===== src/rtl/cbu_pkg.sv =====
package cbu_pkg;
  localparam int DATA_W  = 8;
  localparam int FIELD_W = 3;
  localparam int LANES   = 1 << FIELD_W;

  typedef enum logic [1:0] {
    GRP_SHIFT = 2'b00,
    GRP_TEST  = 2'b01,
    GRP_CLR   = 2'b10,
    GRP_SETB  = 2'b11
  } grp_e;

  typedef enum logic [FIELD_W-1:0] {
    SK_RLC = 3'd0, SK_RRC = 3'd1, SK_RL  = 3'd2, SK_RR  = 3'd3,
    SK_SLA = 3'd4, SK_SRA = 3'd5, SK_SLL = 3'd6, SK_SRL = 3'd7
  } sk_e;

  localparam int FL_S = 7, FL_Z = 6, FL_Y = 5, FL_H = 4;
  localparam int FL_X = 3, FL_P = 2, FL_N = 1, FL_C = 0;

  function automatic logic even_par(input logic [DATA_W-1:0] v);
    return ~^v;
  endfunction

  // returns {carry_out, result}
  function automatic logic [DATA_W:0] shift_calc(input sk_e k,
                                                 input logic [DATA_W-1:0] v,
                                                 input logic cin);
    logic msb, lsb;
    msb = v[DATA_W-1];
    lsb = v[0];
    case (k)
      SK_RLC:  return {msb, v[DATA_W-2:0], msb};
      SK_RRC:  return {lsb, lsb, v[DATA_W-1:1]};
      SK_RL:   return {msb, v[DATA_W-2:0], cin};
      SK_RR:   return {lsb, cin, v[DATA_W-1:1]};
      SK_SLA:  return {msb, v[DATA_W-2:0], 1'b0};
      SK_SRA:  return {lsb, msb, v[DATA_W-1:1]};
      SK_SLL:  return {msb, v[DATA_W-2:0], 1'b1};
      default: return {lsb, 1'b0, v[DATA_W-1:1]};
    endcase
  endfunction
endpackage


===== src/rtl/cbu_decode.sv =====
module cbu_decode
  import cbu_pkg::*;
(
  input  logic [7:0]         op,
  output grp_e               grp,
  output logic [FIELD_W-1:0] mid_field,
  output logic [FIELD_W-1:0] sel_reg,
  output logic               sel_mem,
  output logic               flag_we,
  output logic               reg_we
);
  localparam logic [FIELD_W-1:0] MEM_CODE = 3'b110;

  always_comb begin
    grp       = grp_e'(op[7:6]);
    mid_field = op[5:3];
    sel_reg   = op[2:0];
    sel_mem   = (op[2:0] == MEM_CODE);
    flag_we   = (grp == GRP_SHIFT) || (grp == GRP_TEST);
    reg_we    = (grp != GRP_TEST);
    // at least one strobe is always raised, and a test never stores
    assert_strobe_R1: assert (flag_we || reg_we);
    assert_test_nowrite_R1: assert (!(op[7:6] == 2'b01) || (flag_we && !reg_we));
  end
endmodule


===== src/rtl/cbu_shifter.sv =====
module cbu_shifter
  import cbu_pkg::*;
(
  input  sk_e               kind,
  input  logic [DATA_W-1:0] value,
  input  logic              cin,
  output logic [DATA_W-1:0] res,
  output logic              cout
);
  logic is_left;

  always_comb begin
    {cout, res} = shift_calc(kind, value, cin);
    is_left     = ~kind[0];
    if (is_left) begin
      assert_left_carry_R2: assert (cout == value[DATA_W-1] && res[DATA_W-1:1] == value[DATA_W-2:0]);
    end else begin
      assert_right_carry_R2: assert (cout == value[0] && res[DATA_W-2:0] == value[DATA_W-1:1]);
    end
    if (kind == SK_SLL) begin
      assert_sll_fill_R3: assert (res[0] == 1'b1);
    end
  end
endmodule


===== src/rtl/cbu_bitops.sv =====
module cbu_bitops
  import cbu_pkg::*;
(
  input  logic [FIELD_W-1:0] idx,
  input  logic [DATA_W-1:0]  value,
  input  logic               set_mode,
  output logic [DATA_W-1:0]  res,
  output logic               tested
);
  logic [DATA_W-1:0] lane_mask;

  for (genvar i = 0; i < LANES; i++) begin : g_lane
    assign lane_mask[i] = (idx == FIELD_W'(i));
  end

  always_comb begin
    res    = set_mode ? (value | lane_mask) : (value & ~lane_mask);
    tested = |(value & lane_mask);
    assert_other_bits_R6: assert (((res ^ value) & ~lane_mask) == '0);
    assert_target_R6: assert ((|(res & lane_mask)) == set_mode);
  end
endmodule


===== src/rtl/cbu_unit.sv =====
module cbu_unit
  import cbu_pkg::*;
(
  input  logic [7:0] op_i,
  input  logic [7:0] operand_i,
  input  logic       carry_i,
  output logic [7:0] result_o,
  output logic [7:0] flags_o,
  output logic       flag_we_o,
  output logic       reg_we_o,
  output logic [2:0] sel_reg_o,
  output logic       sel_mem_o
);
  grp_e               grp;
  logic [FIELD_W-1:0] mid_field;
  logic [DATA_W-1:0]  sh_res, bo_res;
  logic               sh_cout, bo_tested;

  cbu_decode i_dec (
    .op(op_i), .grp(grp), .mid_field(mid_field), .sel_reg(sel_reg_o),
    .sel_mem(sel_mem_o), .flag_we(flag_we_o), .reg_we(reg_we_o)
  );

  cbu_shifter i_sh (
    .kind(sk_e'(mid_field)), .value(operand_i), .cin(carry_i),
    .res(sh_res), .cout(sh_cout)
  );

  cbu_bitops i_bo (
    .idx(mid_field), .value(operand_i), .set_mode(grp == GRP_SETB),
    .res(bo_res), .tested(bo_tested)
  );

  always_comb begin
    result_o = operand_i;
    flags_o  = '0;
    case (grp)
      GRP_SHIFT: begin
        result_o      = sh_res;
        flags_o[FL_S] = sh_res[7];
        flags_o[FL_Z] = (sh_res == '0);
        flags_o[FL_Y] = sh_res[5];
        flags_o[FL_X] = sh_res[3];
        flags_o[FL_P] = even_par(sh_res);
        flags_o[FL_C] = sh_cout;
      end
      GRP_TEST: begin
        result_o      = operand_i;
        flags_o[FL_S] = (mid_field == 3'd7) && bo_tested;
        flags_o[FL_Z] = ~bo_tested;
        flags_o[FL_Y] = operand_i[5];
        flags_o[FL_H] = 1'b1;
        flags_o[FL_X] = operand_i[3];
        flags_o[FL_P] = ~bo_tested;
        flags_o[FL_C] = carry_i;
      end
      default: begin
        result_o = bo_res;
      end
    endcase
    if (grp == GRP_SHIFT) begin
      assert_zero_flag_R4: assert (flags_o[FL_Z] == (result_o == '0));
      assert_sign_flag_R4: assert (flags_o[FL_S] == result_o[7] && !flags_o[FL_H]);
    end
    if (grp == GRP_TEST) begin
      assert_test_passthru_R5: assert (result_o == operand_i && flags_o[FL_C] == carry_i);
    end
  end
endmodule


===== config.mk =====
export PLATFORM = sky130hd
export DESIGN_NAME = cbu_unit
export DESIGN_NICKNAME = d
export VERILOG_FILES = /design/src/rtl/cbu_pkg.sv /design/src/rtl/cbu_decode.sv /design/src/rtl/cbu_shifter.sv /design/src/rtl/cbu_bitops.sv /design/src/rtl/cbu_unit.sv
export SDC_FILE = /design/constraint.sdc
export NUM_CORES = 1
export LEC_CHECK = 0
export BUFFER_PORTS_ARGS = -buffer_cell sky130_fd_sc_hd__buf_2
export CAP_MARGIN = 10
export CORE_MARGIN = 2
export CORE_UTILIZATION = 40
export DETAILED_ROUTE_END_ITERATION = 6
export GPL_ROUTABILITY_DRIVEN = 0
export PLACE_DENSITY = 0.72
export SYNTH_ARGS = -nofsm -noshare
export SYNTH_HDL_FRONTEND = slang
export SYNTH_SLANG_ARGS = --single-unit
export TNS_END_PERCENT = 5

===== constraint.sdc =====
create_clock -name vclk -period 1.6
set_input_delay 0 -clock vclk [all_inputs]
set_output_delay 0 -clock vclk [all_outputs]
set_load 0.02 [all_outputs]

==> summary.txt <==
Outcome
  – Status: finished, final reports clean

Timing
  – Crit share post-route: 0.957
  – Max Freq: roughly 650 MHz
  – Setup TNS: 0 ns
  – Final Max Tran Viols: 0
  – Final setup fails: 0
  – Unrepaired setup endpoints after global routing: false
  – Final Hold Violating Endpoints: 0
  – Fin crit period: 1.53 ns

Placed design
  – Number of port buffers: 38
  – HPWL Detailed: 1580 um

Floorplan
  – Core area: 0.00175 mm2
  – Starting Density: 0.434
  – DIE WIDTH: 47.5 um
  – FP Rows: 15
  – Die H: 47.5 um
  – Top Ports: 39
  – Die ar.: 0.00226 mm2

Global route
  – Initial antenna violation count: 0
  – GRT Total Usage: 0.169
  – Vias in the first global route: 634
  – First-pass GRT wire length: between 2000 and 3000 um
  – Total global routing overflow: 0
  – Largest net degree at the start of global routing: 26

Synthesis
  – Largest area contributor in the netlist: mux2i_1
  – Mapped Nets: 123
  – Mapped Area: between 700 and 800 um2
  – Synth top area share: 0.238
  – Top-count cell post-synth: mux2i_1
  – Post-synthesis sequential area ratio: 0
  – Synth cell types: 38
  – Synth cell count leaders: 18 x mux2i_1, 13 x nand2_1, 10 x nor2_1, 6 x o221ai_1
  – Synth Instances: 102
  – Ys Warns: 0
  – Synth top area cells: mux2i_1 24%, o221ai_1 6.9%, ha_1 6.6%
  – Post-Syn Area per Cell: 7.42 um2

Detailed routing
  – Via Count: approximately 830
  – DR pass1 iterations: 4
  – DRC violation count after routing: 0
  – 1st-iter DRT viols: 14
  – Wire length per cell: 12.7 um
  – Vias per cell: 5.24
  – Final ANT Viol Nets: 0
  – Total Wirelength: a little over 2000 um

Power and ir drop
  – Leak: between 0.5 and 0.6 nW
  – Power density over the cells: between 300 and 400 mW/mm2
  – Peak supply drop: approximately 170 uV

Worst setup path
  – CP Launch Type: input port
  – Crit end category: output pin
  – Crit path DAT: between 1.5 and 2 ns
  – Crit Path Class: input port to output pin
  – Required time of the worst setup path: 1.60 ns
  – Crit Path Max Fanout: 11

Finish
  – Fill cells: between 150 and 200
  – Seq_cells: 0
  – Final nets: roughly 160
  – Number of clock buffers in the layout: 0
  – Ant diodes: 0
  – Layout area overhead: 30.4%
  – Register area: 0 um2
  – Finished Core Util: 0.566
  – Ratio of cells with drive above 1 in the final layout: 0.440

Clock network
  – CTS Hold Bufs: 0

Hold path
  – Hold Crit Class: input port to output pin

Run
  – Max-cap violations: 0
-- what timing repair did --
item	in CTS	in global routing
setup buffers	0	0
gates resized for setup	0	6
setup endpoints to repair	0	1
-- final timing paths --
path	slack (ns)	startpoint	endpoint	cells past startpoint
setup / recovery	0.07	op_i[4]	flags_o[2]	10
hold / removal	0.23	op_i[0]	sel_reg_o[0]	2
-- logic make-up (layout without fill, tap and decap cells) --
kind of cell    count (synthesis)  count (layout)  share of synthesized area
simple gates                   40              40                      0.284
compound gates                 20              20                      0.217
buf+inv                        15              47                      0.136
fa+ha+maj                       4               4                     0.0661
other cells                     1               1                    0.00495
xor+xnor                        3               3                     0.0347
mux                            19              19                      0.258
-- layer usage --
metal / track usage / wire length, um / vias up
li1: - / - / 435
met1: 0.238 / 917 / 375
met2: 0.300 / 998 / 21
met3: 0.00377 / 83 / 2
met4: 0.0111 / 13 / 0
met5: 0 / 0 / -
-- placed cells by master, fill, tap and decap left out, types with 2 or more instances in the layout --
master    count
buf_2        37
mux2i_1      17
nand2_1      13
nor2_1       10
o221ai_1      6
buf_4         5
ha_1          4
o21a_1        3
nor3_2        3
inv_1         2
nor2b_1       2
a21oi_1       2
xor2_1        2
buf_12        2
-- where the power goes --
part	total [W]	switching [W]	internal, W
registers	0	0	0
clock network	0	0	0
logic	0.000359	0.000204	0.000154
-- area by class of cell --
class	instances	area, um2	share of cell area
inverters	2	7.51	0.00760
multi-input cells	87	678	0.687
well taps	25	31.3	0.0317
repair buffers	45	270	0.274
-- through the flow --
stage                     setup slack [ns]  cells  hold WS (ns)  instance area (um2)  total power [W]
after floorplan                      0.204    102        0.0798                  757         0.000245
after global placement              0.0340    159         0.231                  961         0.000344
after detailed placement            0.0358    159         0.233                  961         0.000351
after CTS                           0.0265    159         0.233                  961         0.000352
after global routing               0.00413    159         0.244                  987         0.000388
final                               0.0680    159         0.231                  987         0.000359
-- worst max-delay path, cell delays in order --
cell and delay [ns]:
buf_2 0.13, buf_12 0.15, nor2b_2 0.13, and3_4 0.20
nor3_2 0.04, ha_1 0.28, xor2_1 0.15, xnor2_1 0.12
a21o_1 0.17, buf_2 0.15
(Power assumes the default switching activity.)
